[src/rtl/tbm_pkg.sv]
// Package: shared phase encoding and command word builder for the tuning
// bus serializer. Assumes an 8-bit word with a 5-bit state field.
package tbm_pkg;
    localparam int WORD_W  = 8;
    localparam int STATE_W = 5;

    typedef enum logic [2:0] {
        PH_IDLE,
        PH_SETUP,
        PH_HIGH,
        PH_LOW,
        PH_HOLD,
        PH_GAP
    } phase_t;

    // Command word: two zero bits on top, then standby flag, then state.
    function automatic logic [WORD_W-1:0] make_word(input logic stby,
                                                    input logic [STATE_W-1:0] st);
        return {2'b00, stby, st};
    endfunction

    // Largest of four cycle counts, used to size the shared timer.
    function automatic int max4(input int a, input int b, input int c, input int d);
        int m;
        m = a;
        if (b > m) m = b;
        if (c > m) m = c;
        if (d > m) m = d;
        return m;
    endfunction
endpackage

[src/rtl/tbm_timer.sv]
// Module: loadable down counter shared by all timed phases.
// Assumes: a load sets the count to N-1, so that expired appears after N
// cycles. With no load pending, the count holds at zero.
module tbm_timer #(
    parameter int W = 4
) (
    input  logic         clk,
    input  logic         rst_n,
    input  logic         load,
    input  logic [W-1:0] load_val,
    output logic         expired
);
    logic [W-1:0] cnt_q;

    // Count down toward zero; a load restarts the interval.
    always_ff @(posedge clk) begin
        if (!rst_n)            cnt_q <= '0;
        else if (load)         cnt_q <= load_val;
        else if (cnt_q != '0)  cnt_q <= cnt_q - 1'b1;
    end

    assign expired = (cnt_q == '0);
endmodule

[src/rtl/tbm_shifter.sv]
// Module: MSB-first output shift register with a count of the bits sent.
// Assumes: a load and a shift never happen in the same cycle. The clear
// returns the data line to 0 between frames.
module tbm_shifter #(
    parameter int W = 8
) (
    input  logic         clk,
    input  logic         rst_n,
    input  logic         load,
    input  logic [W-1:0] din,
    input  logic         shift,
    input  logic         clear,
    output logic         dout,
    output logic         last_bit
);
    localparam int CW = (W > 1) ? $clog2(W) : 1;

    logic [W-1:0]  sr_q;
    logic [CW-1:0] idx_q;

    // Hold the word; advance one bit per shift request.
    always_ff @(posedge clk) begin
        if (!rst_n || clear) begin
            sr_q  <= '0;
            idx_q <= '0;
        end else if (load) begin
            sr_q  <= din;
            idx_q <= '0;
        end else if (shift) begin
            sr_q  <= {sr_q[W-2:0], 1'b0};
            idx_q <= idx_q + 1'b1;
        end
    end

    assign dout     = sr_q[W-1];
    assign last_bit = (idx_q == CW'(W-1));
endmodule

[src/rtl/tbm_enable_dec.sv]
// Module: one registered enable per device, set at frame open for the
// selected index and cleared at frame close.
// Assumes: open and close never happen in the same cycle.
module tbm_enable_dec #(
    parameter int NUM_DEV = 4,
    parameter int IDX_W   = 2
) (
    input  logic               clk,
    input  logic               rst_n,
    input  logic               open,
    input  logic               close,
    input  logic [IDX_W-1:0]   sel,
    output logic [NUM_DEV-1:0] en
);
    for (genvar i = 0; i < NUM_DEV; i++) begin : g_en
        // Enable i follows the frame only when this device is selected.
        always_ff @(posedge clk) begin
            if (!rst_n)                           en[i] <= 1'b0;
            else if (open && (sel == IDX_W'(i)))  en[i] <= 1'b1;
            else if (close)                       en[i] <= 1'b0;
        end
    end
endmodule

[src/rtl/tune_bus_master.sv]
// Module: host-side serializer for tunable elements on a shared clock and
// data bus with one enable per device. Takes a valid/ready request and
// sends one 8-bit word MSB first. Enable setup, clock half period, enable
// hold and enable-low gap are counted in system cycles.
// Assumes: every cycle count is at least 1 and req_dev < NUM_DEV.
module tune_bus_master
    import tbm_pkg::*;
#(
    parameter int NUM_DEV   = 4,
    parameter int HALF_CYC  = 5,
    parameter int SETUP_CYC = 5,
    parameter int HOLD_CYC  = 5,
    parameter int GAP_CYC   = 10,
    localparam int IDX_W    = (NUM_DEV > 1) ? $clog2(NUM_DEV) : 1
) (
    input  logic               clk,
    input  logic               rst_n,
    input  logic               req_valid,
    output logic               req_ready,
    input  logic [IDX_W-1:0]   req_dev,
    input  logic [4:0]         req_state,
    input  logic               req_stby,
    output logic               ser_clk,
    output logic               ser_dat,
    output logic [NUM_DEV-1:0] dev_en,
    output logic               done
);
    localparam int MAXC = max4(HALF_CYC, SETUP_CYC, HOLD_CYC, GAP_CYC);
    localparam int TW   = $clog2(MAXC + 1);

    phase_t          phase_q, phase_d;
    logic            sclk_q, sclk_d;
    logic            done_q, done_d;
    logic            t_load;
    logic [TW-1:0]   t_val;
    logic            t_exp;
    logic            accept, open_f, close_f, do_shift, do_clear;
    logic            last_bit;

    // Phase sequencing: idle, setup, clock high/low pairs, hold, gap.
    always_comb begin
        phase_d  = phase_q;
        sclk_d   = sclk_q;
        done_d   = 1'b0;
        t_load   = 1'b0;
        t_val    = '0;
        accept   = 1'b0;
        open_f   = 1'b0;
        close_f  = 1'b0;
        do_shift = 1'b0;
        do_clear = 1'b0;
        unique case (phase_q)
            PH_IDLE: if (req_valid) begin
                accept  = 1'b1;
                open_f  = 1'b1;
                phase_d = PH_SETUP;
                t_load  = 1'b1;
                t_val   = TW'(SETUP_CYC - 1);
            end
            PH_SETUP: if (t_exp) begin
                phase_d = PH_HIGH;
                sclk_d  = 1'b1;
                t_load  = 1'b1;
                t_val   = TW'(HALF_CYC - 1);
            end
            PH_HIGH: if (t_exp) begin
                sclk_d = 1'b0;
                t_load = 1'b1;
                if (last_bit) begin
                    phase_d = PH_HOLD;
                    t_val   = TW'(HOLD_CYC - 1);
                end else begin
                    phase_d  = PH_LOW;
                    do_shift = 1'b1;
                    t_val    = TW'(HALF_CYC - 1);
                end
            end
            PH_LOW: if (t_exp) begin
                phase_d = PH_HIGH;
                sclk_d  = 1'b1;
                t_load  = 1'b1;
                t_val   = TW'(HALF_CYC - 1);
            end
            PH_HOLD: if (t_exp) begin
                close_f  = 1'b1;
                do_clear = 1'b1;
                phase_d  = PH_GAP;
                t_load   = 1'b1;
                t_val    = TW'(GAP_CYC - 1);
            end
            PH_GAP: if (t_exp) begin
                phase_d = PH_IDLE;
                done_d  = 1'b1;
            end
            default: phase_d = PH_IDLE;
        endcase
    end

    // Register phase, serial clock and done pulse.
    always_ff @(posedge clk) begin
        if (!rst_n) begin
            phase_q <= PH_IDLE;
            sclk_q  <= 1'b0;
            done_q  <= 1'b0;
        end else begin
            phase_q <= phase_d;
            sclk_q  <= sclk_d;
            done_q  <= done_d;
        end
    end

    tbm_timer #(.W(TW)) u_timer (
        .clk      (clk),
        .rst_n    (rst_n),
        .load     (t_load),
        .load_val (t_val),
        .expired  (t_exp)
    );

    tbm_shifter #(.W(WORD_W)) u_shift (
        .clk      (clk),
        .rst_n    (rst_n),
        .load     (accept),
        .din      (make_word(req_stby, req_state)),
        .shift    (do_shift),
        .clear    (do_clear),
        .dout     (ser_dat),
        .last_bit (last_bit)
    );

    tbm_enable_dec #(.NUM_DEV(NUM_DEV), .IDX_W(IDX_W)) u_en (
        .clk   (clk),
        .rst_n (rst_n),
        .open  (open_f),
        .close (close_f),
        .sel   (req_dev),
        .en    (dev_en)
    );

    assign req_ready = (phase_q == PH_IDLE);
    assign ser_clk   = sclk_q;
    assign done      = done_q;

    // never more than one device selected.
    a_r3_single_enable: assert property (@(posedge clk) disable iff (!rst_n)
        $onehot0(dev_en));
    // serial clock only toggles inside a framed transfer.
    a_r10_clock_framed: assert property (@(posedge clk) disable iff (!rst_n)
        ser_clk |-> (|dev_en));
    // data held steady through each high phase.
    a_r7_data_steady: assert property (@(posedge clk) disable iff (!rst_n)
        (ser_clk && $past(ser_clk)) |-> $stable(ser_dat));
    // no handshake while any enable is high.
    a_r2_busy_not_ready: assert property (@(posedge clk) disable iff (!rst_n)
        (|dev_en) |-> !req_ready);
    // done lasts a single cycle.
    a_r9_done_single: assert property (@(posedge clk) disable iff (!rst_n)
        done |=> !done);
    // an enable rises while the clock is still low.
    a_r5_enable_first: assert property (@(posedge clk) disable iff (!rst_n)
        $rose(|dev_en) |-> !ser_clk);
endmodule

[config.mk]
export PLATFORM = sky130hd
export DESIGN_NAME = tune_bus_master
export DESIGN_NICKNAME = d
export VERILOG_FILES = /design/src/rtl/tbm_pkg.sv /design/src/rtl/tbm_timer.sv /design/src/rtl/tbm_shifter.sv /design/src/rtl/tbm_enable_dec.sv /design/src/rtl/tune_bus_master.sv
export SDC_FILE = /design/constraint.sdc
export NUM_CORES = 1
export LEC_CHECK = 0
export BUFFER_PORTS_ARGS = -buffer_cell sky130_fd_sc_hd__buf_2
export CAP_MARGIN = 15
export CORE_MARGIN = 1.5
export CORE_UTILIZATION = 30
export CTS_BUF_LIST = sky130_fd_sc_hd__clkbuf_4 sky130_fd_sc_hd__clkbuf_8 sky130_fd_sc_hd__clkbuf_16
export DETAILED_ROUTE_END_ITERATION = 8
export MAX_ROUTING_LAYER = met4
export SLEW_MARGIN = 20
export SYNTH_ARGS = -nofsm -noshare
export SYNTH_HDL_FRONTEND = slang
export SYNTH_SLANG_ARGS = --single-unit
[constraint.sdc]
create_clock -name clk -period 5.25 [get_ports clk]
set_clock_uncertainty 0.2 [all_clocks]
set_input_delay 0.2625 -clock clk [delete_from_list [all_inputs] [get_ports clk]]
set_output_delay 0.2625 -clock clk [all_outputs]
set_load 0.02 [all_outputs]
==> run_results.csv, run 1 <==
group,metric,value,unit
routing,dr.pass1.iters,4,
pwr,power_switching,0.273,mW
placed_design,hpwlAfterDp,1810,microns
routing,wl,2620,microns
critical_path,path_max_fanout,9,
logic_synthesis,netlist.area_leader.share,41.8,%
sta,fmax,0.437,GHz
critical_path,start_kind,"flop",
routing,wl_per_cell,13.5,microns
logic_synthesis,ys.flop_type,"dfxtp_1",
critical_path,critical_path_arrival,2.27,ns
critical_path,crit_top_cell,"ha_1",
logic_synthesis,synth.most_common_cell,"dfxtp_1",
pwr,intPower,0.426,mW
clock_network,cts_tree,"done",
sta,hold_viol_final,0,
global_routing,grt_pass1_wl,4460,microns
logic_synthesis,synth_seq_area_share,41.8,%
logic_synthesis,ys_types,39,
sta,finalCriticalPeriod,2.29,ns
pwr,powerDensity,528,nW/um^2
pwr,irDropWorstVdd,217,uV
logic_synthesis,ys_ff_latch,24,
flow_run,cap_violations,0,
global_routing,grt_pass1_vias,957,
global_routing,antenna_found_initial,0,
routing,drc,0,
clock_network,cts-root-buf,"clkbuf_8",
clock_network,cts_num_sinks,24,
clock_network,cts_hold_buf,0,
clock_network,post_cts_buffers,0,
sta,rsz0062_at_grt,"false",
critical_path,path_class,"flop to flop",
pwr,swShare,39.1,%
global_routing,grt_max_degree,17,
pwr,clkPwrFrac,23.3,%
logic_synthesis,async_flop_share,0,%
sta,finalSetupViolations,0,
pwr,power_frac_seq,37.7,%
critical_path,reg2reg_slack,2.96,ns
cells_and_area,syn_to_final_growth,15.2,%
logic_synthesis,syn_nets,148,
sta,slew_headroom,34.3,%
routing,detail_route.vias_per_cell,5.38,
clock_network,ctsResizeCount,0,
die,num_rows,22,
cells_and_area,n_antenna_cell,0,
sta,period_share,43.6,%
global_routing,grt_overflow,0,
routing,num_vias,1044,
critical_path,slowest_stage,"nor3_1",
critical_path,endpoint_kind,"flop",
cells_and_area,fillers,386,
die,io_pins,19,
placed_design,port_buffers,18,
die,coreArea,3660,sq um
sta,setup_tns,0,ns
logic_synthesis,synthTopCellsByArea,"dfxtp_1 42%, o21ai_0 7.0%, a21oi_1 5.2%",
pwr,power_frac_comb,38.9,%
logic_synthesis,syn_area,1150,sq um
pwr,p_leak,0.481,nW
logic_synthesis,yosysWarnings,0,
global_routing,grt_usage,13.9,%
critical_path,slowest_delay,0.76,ns
clock_network,cts_made_buffers,3,
critical_path,path_cells,"ha_1 -> ha_1 -> nor3_1 -> nand3_1 -> a311oi_1",
clock_network,clk_path_buf_depth,2,
sta,worst_pin_slew,0.978,ns
die,die-area,4210,sq um
logic_synthesis,synth_area_per_cell,8.58,sq um
routing,drtIter0Drc,23,
cells_and_area,drive_above_1_share,17.1,%
die,die_h,64.9,microns
logic_synthesis,yosysTopAreaCell,"dfxtp_1",
cells_and_area,post-route-util,36.2,%
logic_synthesis,synth-edff-count,0,
hold_path,holdCritPathClass,"primary input to flop",
logic_synthesis,synth_common_cells,"24 x dfxtp_1, 16 x o21ai_0, 12 x a21oi_1, 12 x nand3_1, 8 x nor2_1",
cells_and_area,nets,161,
clock_network,clkTransAtPathRegs,0.09,ns
clock_network,clock_latency,0.27,ns
critical_path,crit_required,5.23,ns
logic_synthesis,synth_cells,134,
die,die_x,64.9,microns
placed_design,place_congestion,0.809,
clock_network,htreeDepth,1,
sta,drv_slew,0,
outcome,status,"finished, final reports clean",
die,start_util,31.4,%
routing,postRouteAntennaNets,0,
[power groups by stage]
stage,combinational [mW],sequential (mW),clock (mW)
floorplan,0.225,0.255,0
detailed placement,0.272,0.266,0
CTS,0.272,0.263,0.167
finish,0.272,0.264,0.163
global route,0.301,0.270,0.177
global placement,0.259,0.264,0
[cells in the final DEF (no fill, tap or decap), types with 2 or more instances in the layout]
master,count
nor2_1,8
nand3_1,12
or3b_1,2
o211ai_1,2
a311oi_1,4
nand4bb_1,2
nand2_1,2
nor3_1,3
or3_1,4
inv_1,7
dfxtp_1,24
buf_2,18
a21oi_1,12
ha_1,3
clkbuf_8,3
o21ai_0,16
o221ai_1,2
[worst max-delay path: cells and delay by family, from the launching register on]
family                   cells  cell delay, ns
AO/OA/AOI/OAI                1            0.31
adder cells (fa/ha/maj)      2            0.43
flip-flops                   1            0.33
AND/OR/NAND/NOR              2            0.92
[metrics by stage]
| stage | instances | cell area (sq um) | hold slack, ns | setup slack [ns] | total power, mW |
|---|---|---|---|---|---|
| after detailed placement | 190 | 1250 | 0.252 | 2.97 | 0.538 |
| after floorplan | 134 | 1150 | 0.200 | 3.33 | 0.480 |
| final | 194 | 1330 | 0.0330 | 2.96 | 0.699 |
| after global routing | 194 | 1330 | 0.0607 | 2.79 | 0.748 |
| after CTS | 194 | 1330 | 0.0322 | 2.95 | 0.701 |
| after global placement | 190 | 1250 | 0.250 | 3.04 | 0.523 |
[path summary, 6_finish.rpt]
check                                      start              end  cells after the start
worst max-delay path            u_shift.idx_q[0]  u_shift.sr_q[2]                      5
worst max register to register  u_shift.idx_q[0]  u_shift.sr_q[2]                      5
worst min-delay path                req_state[0]  u_shift.sr_q[0]                      3
worst min register to register   u_shift.sr_q[6]  u_shift.sr_q[7]                      2
[logic make-up (layout without fill, tap and decap cells)]
group,after synthesis,after routing,synth area share [%]
AOI/OAI and AO/OA,46,46,25.8
xor gates and xnor gates,1,1,0.762
adders and majority gates,3,3,3.26
buffers and inverters,19,31,7.29
DFF,24,24,41.8
muxes,1,1,0.871
and+or+nand+nor,40,40,20.2
[flip-flops by register name (all words and copies together) (netlist names)]
signal,flops
u_shift.sr_q,8
u_en.en,4
u_timer.cnt_q,4
phase_q,3
u_shift.idx_q,3
done,1
ser_clk,1
[routing by layer]
layer  vias to the layer above  track usage, %  routed length (microns)
met5                         -               -                        0
li1                        523               -                        -
met4                         0            3.99                       17
met2                        25            20.5                     1180
met1                       494            18.4                     1270
met3                         2            4.34                      149
[area by class of cell]
class / instances / area, sq um / share of cell area, %
multi-input cells: 91 / 586 / 44.2
flip-flops and latches: 24 / 480 / 36.3
repair buffers: 19 / 97.6 / 7.37
well taps: 48 / 60.1 / 4.53
clock buffers: 3 / 41.3 / 3.12
clock inverters: 1 / 30.0 / 2.27
inverters: 8 / 30.0 / 2.27
Power figures use the tool's default switching activity.
==> run 2: changes to the inputs <==
--- a/config.mk
+++ b/config.mk
@@ -5,6 +5,7 @@
 export SDC_FILE = /design/constraint.sdc
 export NUM_CORES = 1
 export LEC_CHECK = 0
+export ABC_AREA = 1
 export BUFFER_PORTS_ARGS = -buffer_cell sky130_fd_sc_hd__buf_2
 export CAP_MARGIN = 15
 export CORE_MARGIN = 1.5
==> constraint.sdc (replaced) <==
create_clock -name clk -period 1.9 [get_ports clk]
set_clock_uncertainty 0.2 [all_clocks]
set_input_delay 0.095 -clock clk [delete_from_list [all_inputs] [get_ports clk]]
set_output_delay 0.095 -clock clk [all_outputs]
set_load 0.02 [all_outputs]
==> run 2 against run 1 <==
Compared with the run above: utilization grew 1.3 points; total power grew to 2.8 times the previous value; sequential share of layout area is 4.2 points lower; highest routed layer unchanged.
==> run_results.csv, run 2 <==
group,metric,value,unit
cells_and_area,top_regs,"u_shift.sr_q: 8 flops, u_en.en: 4 flops, u_timer.cnt_q: 4 flops",
routing,dr.pass1.iters,4,
outcome,status,"finished, final reports clean",
routing,postRouteAntennaNets,0,
global_routing,met2_usage,21.4,%
clock_network,clk_path_buf_depth,2,
clock_network,cts_made_buffers,3,
die,num_rows,23,
sta,setup_tns,0,ns
global_routing,grt_busiest_layer,"met2",
clock_network,clock_latency,0.26,ns
critical_path,path_class,"flop to flop",
logic_synthesis,synth_cells,170,
cells_and_area,drive_above_1_share,23.9,%
logic_synthesis,syn_nets,184,
hold_path,holdCritPathClass,"primary input to flop",
clock_network,post_cts_buffers,0,
pwr,powerDensity,1290,nW/um^2
routing,num_vias,1157,
logic_synthesis,synth_area_per_cell,7.33,sq um
routing,wl,2520,microns
logic_synthesis,yosysTopAreaCell,"dfxtp_1",
clock_network,clkTransAtPathRegs,0.08,ns
global_routing,grt_overflow,0,
critical_path,slowest_delay,0.32,ns
cells_and_area,nets,212,
cells_and_area,fillers,415,
global_routing,grt_pass1_vias,1082,
cells_and_area,final_cell_mix,"48 x nand2_1, 24 x dfxtp_1, 18 x buf_2",
clock_network,htreeDepth,1,
cells_and_area,regMostFlops,"u_shift.sr_q",
logic_synthesis,synth.most_common_cell,"nand2_1",
die,die_x,67.5,microns
sta,fmax,0.576,GHz
global_routing,grt_usage,12.9,%
routing,drtIter0Drc,33,
logic_synthesis,ys_types,26,
die,start_util,31.2,%
logic_synthesis,netlist.area_leader.share,38.6,%
global_routing,grt_max_degree,14,
sta,rsz0062_at_grt,"false",
global_routing,use_met3,3.00,%
critical_path,slowest_stage,"dfxtp_1",
placed_design,place_congestion,0.831,
die,coreArea,4000,sq um
critical_path,path_cells,"inv_1 -> ha_1 -> nand3_2 -> inv_4 -> nand2_4 -> nand2_4 -> inv_4 -> nand2_4 -> nor2_1",
pwr,irDropWorstVdd,717,uV
placed_design,port_buffers,18,
sta,worst_pin_slew,0.270,ns
placed_design,hpwlAfterDp,1940,microns
critical_path,crit_required,1.86,ns
cells_and_area,layout_commonest_cell,"nand2_1",
sta,finalSetupViolations,0,
logic_synthesis,yosysWarnings,0,
routing,drc,0,
critical_path,critical_path_arrival,1.70,ns
logic_synthesis,syn_area,1250,sq um
clock_network,cts_num_sinks,24,
cells_and_area,n_antenna_cell,0,
logic_synthesis,synth_common_cells,"48 x nand2_1, 24 x dfxtp_1, 17 x nand3_1",
sta,hold_viol_final,0,
global_routing,use_met1,15.9,%
global_routing,grt_pass1_wl,4380,microns
routing,wl_per_cell,10.2,microns
critical_path,path_max_fanout,8,
critical_path,crit_top_cell,"nand2_4",
cells_and_area,syn_to_final_growth,20.4,%
flow_run,cap_violations,0,
sta,slew_headroom,82.0,%
logic_synthesis,ys_ff_latch,24,
die,die-area,4550,sq um
cells_and_area,largest_reg_flops,8,
die,die_h,67.5,microns
cells_and_area,regArea,480,sq um
clock_network,cts-root-buf,"clkbuf_8",
sta,period_share,91.3,%
cells_and_area,post-route-util,37.5,%
die,io_pins,19,
logic_synthesis,async_flop_share,0,%
sta,finalCriticalPeriod,1.74,ns
pwr,p_leak,0.673,nW
logic_synthesis,ys.flop_type,"dfxtp_1",
clock_network,cts_tree,"done",
critical_path,start_kind,"flop",
global_routing,antenna_found_initial,0,
logic_synthesis,synth_seq_area_share,38.6,%
cells_and_area,multiInputGateArea,672,sq um
sta,drv_slew,0,
critical_path,endpoint_kind,"flop",
routing,detail_route.vias_per_cell,4.68,
logic_synthesis,synthTopCellsByArea,"dfxtp_1 39%, nand2_1 14%, nand3_1 6.8%",
logic_synthesis,synth-edff-count,0,
## run 2: path summary, 6_finish.rpt
check / start / to / slack [ns] / cells after the start
max reg2reg: u_timer.cnt_q[0] / u_shift.idx_q[0] / 0.16 / 9
max: u_timer.cnt_q[0] / u_shift.idx_q[0] / 0.16 / 9
min: req_state[1] / u_shift.sr_q[1] / 0.01 / 5
min reg2reg: u_en.en[0] / u_en.en[0] / 0.25 / 2
## run 2: cell families after synthesis
kind of cell | Yosys count | share of synthesized area (%)
AOI/OAI and AO/OA | 25 | 11.8
xor gates and xnor gates | 2 | 1.41
adders and majority gates | 3 | 3.01
buffers and inverters | 20 | 7.53
DFF | 24 | 38.6
and+or+nand+nor | 96 | 37.7
## run 2: power by group
part	internal, mW	leakage (nW)	switching, mW	total, mW
combinational	0.315	0.448	0.594	0.909
clock	0.185	0.0288	0.155	0.340
sequential	0.603	0.196	0.0769	0.680
total	1.10	0.673	0.827	1.93
## run 2: final cells by class
cell class | instances | share of cell area [%]
clock buffers | 4 | 3.67
inverters | 18 | 5.17
repair buffers | 25 | 10.2
multi-input cells | 126 | 44.8
flip-flops and latches | 24 | 32.0
well taps | 50 | 4.17
## run 2: per-layer routing
metal	vias to the layer above	part of all wire, %
li1	613	-
met1	522	48
met2	18	48
met3	4	3.7
met4	0	0.99
met5	-	0
## run 2: worst max-delay path: cells and delay by family, from the launching register on
family,cells,cell delay (ns)
buffers and inverters,3,0.36
AND/OR/NAND/NOR,5,0.53
adder cells (fa/ha/maj),1,0.21
flip-flops,1,0.32
## run 2: timing repair
| action | in CTS | in global routing |
|---|---|---|
| endpoints found under the hold margin | 10 | 0 |
| hold buffers | 4 | 0 |
| gates resized for setup | 0 | 1 |
| setup endpoints to repair | 0 | 3 |
## run 2: stage by stage
stage	cell area, sq um	total power, mW	instances	worst slack [ns]	hold slack, ns
6_report	1500	1.93	247	0.165	0.0140
5_1_grt	1500	2.11	247	0.0167	0.0223
4_1_cts	1500	1.95	247	0.0986	0.00565
3_5_place_dp	1400	1.59	239	0.131	0.192
3_3_place_gp	1400	1.60	239	0.110	0.188
2_1_floorplan	1250	1.40	170	0.349	0.0154
==> run 3: changes to the inputs <==
==> constraint.sdc (replaced) <==
create_clock -name clk -period 1.9 [get_ports clk]
set_clock_uncertainty 0.2 [all_clocks]
set_input_delay 0.285 -clock clk [delete_from_list [all_inputs] [get_ports clk]]
set_output_delay 0.285 -clock clk [all_outputs]
set_load 0.02 [all_outputs]
==> run 3 against run 2 <==
Compared with the run above: utilization is 1.0 points lower; critical path depth shrank 5; final area down 2.7%; sequential power about the same; global-route usage fell by 0.14 points; non-clock buffer count is 4 lower; routed wire length down 1.3%; die area stayed put; critical path type is now flop to output port; largest cell class unchanged.
==> run_results.csv, run 3 (same netlist as run 2, synthesis figures left out) <==
group,metric,value,unit
cells_and_area,final_cell_mix,"48 x nand2_1, 24 x dfxtp_1, 18 x buf_2",
die,die-area,4550,sq um
placed_design,port_buffers,18,
critical_path,crit_path_start,"phase_q[0]",
critical_path,crit_required,1.41,ns
pwr,power_frac_seq,35.4,%
cells_and_area,layout_commonest_cell,"nand2_1",
critical_path,r2r_start,"u_timer.cnt_q[0]",
clock_network,htreeDepth,1,
pwr,clkPwrFrac,17.7,%
sta,drv_slew,0,
routing,num_vias,1144,
routing,postRouteAntennaNets,0,
cells_and_area,drive_above_1_share,24.4,%
pwr,irDropWorstVdd,717,uV
global_routing,grt_overflow,0,
sta,hold_viol_final,0,
sta,setup_slack,0.148,ns
pwr,intPower,1.10,mW
sta,period_share,92.2,%
placed_design,place_congestion,0.831,
die,start_util,31.2,%
placed_design,place_area,1400,sq um
global_routing,grt_usage,12.7,%
cells_and_area,regMostFlops,"u_shift.sr_q",
global_routing,grt_max_degree,14,
routing,detail_route.vias_per_cell,4.71,
routing,wl,2490,microns
sta,hold_ws,0.0976,ns
clock_network,clkTransAtPathRegs,0.08,ns
clock_network,clock_latency,0.26,ns
clock_network,cts_num_sinks,24,
global_routing,grt_pass1_vias,1065,
die,num_rows,23,
cells_and_area,top_regs,"u_shift.sr_q: 8 flops, u_en.en: 4 flops, u_timer.cnt_q: 4 flops",
sta,rsz0062_at_grt,"false",
cells_and_area,nets,208,
die,coreArea,4000,sq um
pwr,powerDensity,1320,nW/um^2
sta,slew_headroom,82.0,%
hold_path,hp-start,"req_state[0]",
sta,fmax,0.571,GHz
cells_and_area,post-route-util,36.5,%
clock_network,cts_hold_buf,0,
routing,wl_per_cell,10.2,microns
clock_network,cts_tree,"done",
pwr,p_leak,0.656,nW
critical_path,path_max_fanout,9,
cells_and_area,post-route-cell-area,1460,sq um
global_routing,grt_pass1_wl,4330,microns
critical_path,start_kind,"flop",
outcome,status,"finished, final reports clean",
die,die_h,67.5,microns
routing,dr.pass1.iters,4,
routing,drc,0,
routing,drtIter0Drc,32,
die,die_x,67.5,microns
critical_path,path_class,"flop to output port",
cells_and_area,syn_to_final_growth,17.2,%
flow_run,cap_violations,0,
sta,finalCriticalPeriod,1.75,ns
critical_path,endpoint_kind,"output port",
die,io_pins,19,
sta,finalSetupViolations,0,
pwr,power_frac_comb,47.0,%
cells_and_area,largest_reg_flops,8,
placed_design,hpwlAfterDp,1940,microns
sta,worst_pin_slew,0.270,ns
sta,setup_tns,0,ns
critical_path,critical_path_arrival,1.27,ns
global_routing,antenna_found_initial,0,
clock_network,cts-root-buf,"clkbuf_8",
clock_network,cts_made_buffers,3,
pwr,swShare,42.9,%
cells_and_area,n_antenna_cell,0,
clock_network,clk_path_buf_depth,2,
hold_path,holdCritPathClass,"primary input to flop",
placed_design,pre_cts_slack,0.131,ns
pwr,power_switching,0.825,mW
[run 3: cell count changes in the layout (fill, tap and decap cells not counted), sizes merged]
cell	before	now
dlygate4sd3	4	0
[run 3: worst max-delay path: stages (launching register included)]
cell and delay, ns:
dfxtp_1 0.38, nor2_4 0.26, nand2_1 0.14, inv_1 0.07
buf_2 0.15
[run 3: worst paths after layout]
kind                       to  slack [ns]  cells after the start
max                 req_ready        0.15                      4
min           u_shift.sr_q[0]         0.1                      3
max reg2reg  u_shift.idx_q[0]        0.16                      9
min reg2reg        u_en.en[0]        0.25                      2
[run 3: cell type report]
class                           count  area, sq um
Clock buffer                        4         55.1
Fill cell                         419         2540
Inverter                           18         77.6
Timing Repair Buffer               21          113
Sequential cell                    24          480
Multi-Input combinational cell    126          672
Tap cell                           50         62.6
[run 3: power by group through the flow]
stage | logic (mW) | clock network, mW | registers, mW
final | 0.903 | 0.340 | 0.680
after global routing | 1.04 | 0.372 | 0.695
after CTS | 0.907 | 0.357 | 0.680
after detailed placement | 0.902 | 0 | 0.692
after global placement | 0.907 | 0 | 0.693
after floorplan | 0.696 | 0 | 0.701
[run 3: layer usage]
| layer | track usage (%) | up-vias | part of all wire (%) |
|---|---|---|---|
| li1 | - | 605 | - |
| met1 | 15.7 | 517 | 47 |
| met2 | 21.2 | 18 | 48 |
| met3 | 3.00 | 4 | 4.0 |
| met4 | 2.81 | 0 | 1.0 |
| met5 | - | - | 0 |
[run 3: through the flow]
| step | instances | power (mW) |
|---|---|---|
| 4_1_cts | 243 | 1.94 |
| 3_3_place_gp | 239 | 1.60 |
| 5_1_grt | 243 | 2.11 |
| 2_1_floorplan | 170 | 1.40 |
| 3_5_place_dp | 239 | 1.59 |
| 6_report | 243 | 1.92 |
[run 3: repair_timing]
action	4_1_cts	5_1_grt
resized for setup	0	1
endpoints found under the setup margin	0	3
buffers inserted	0	0
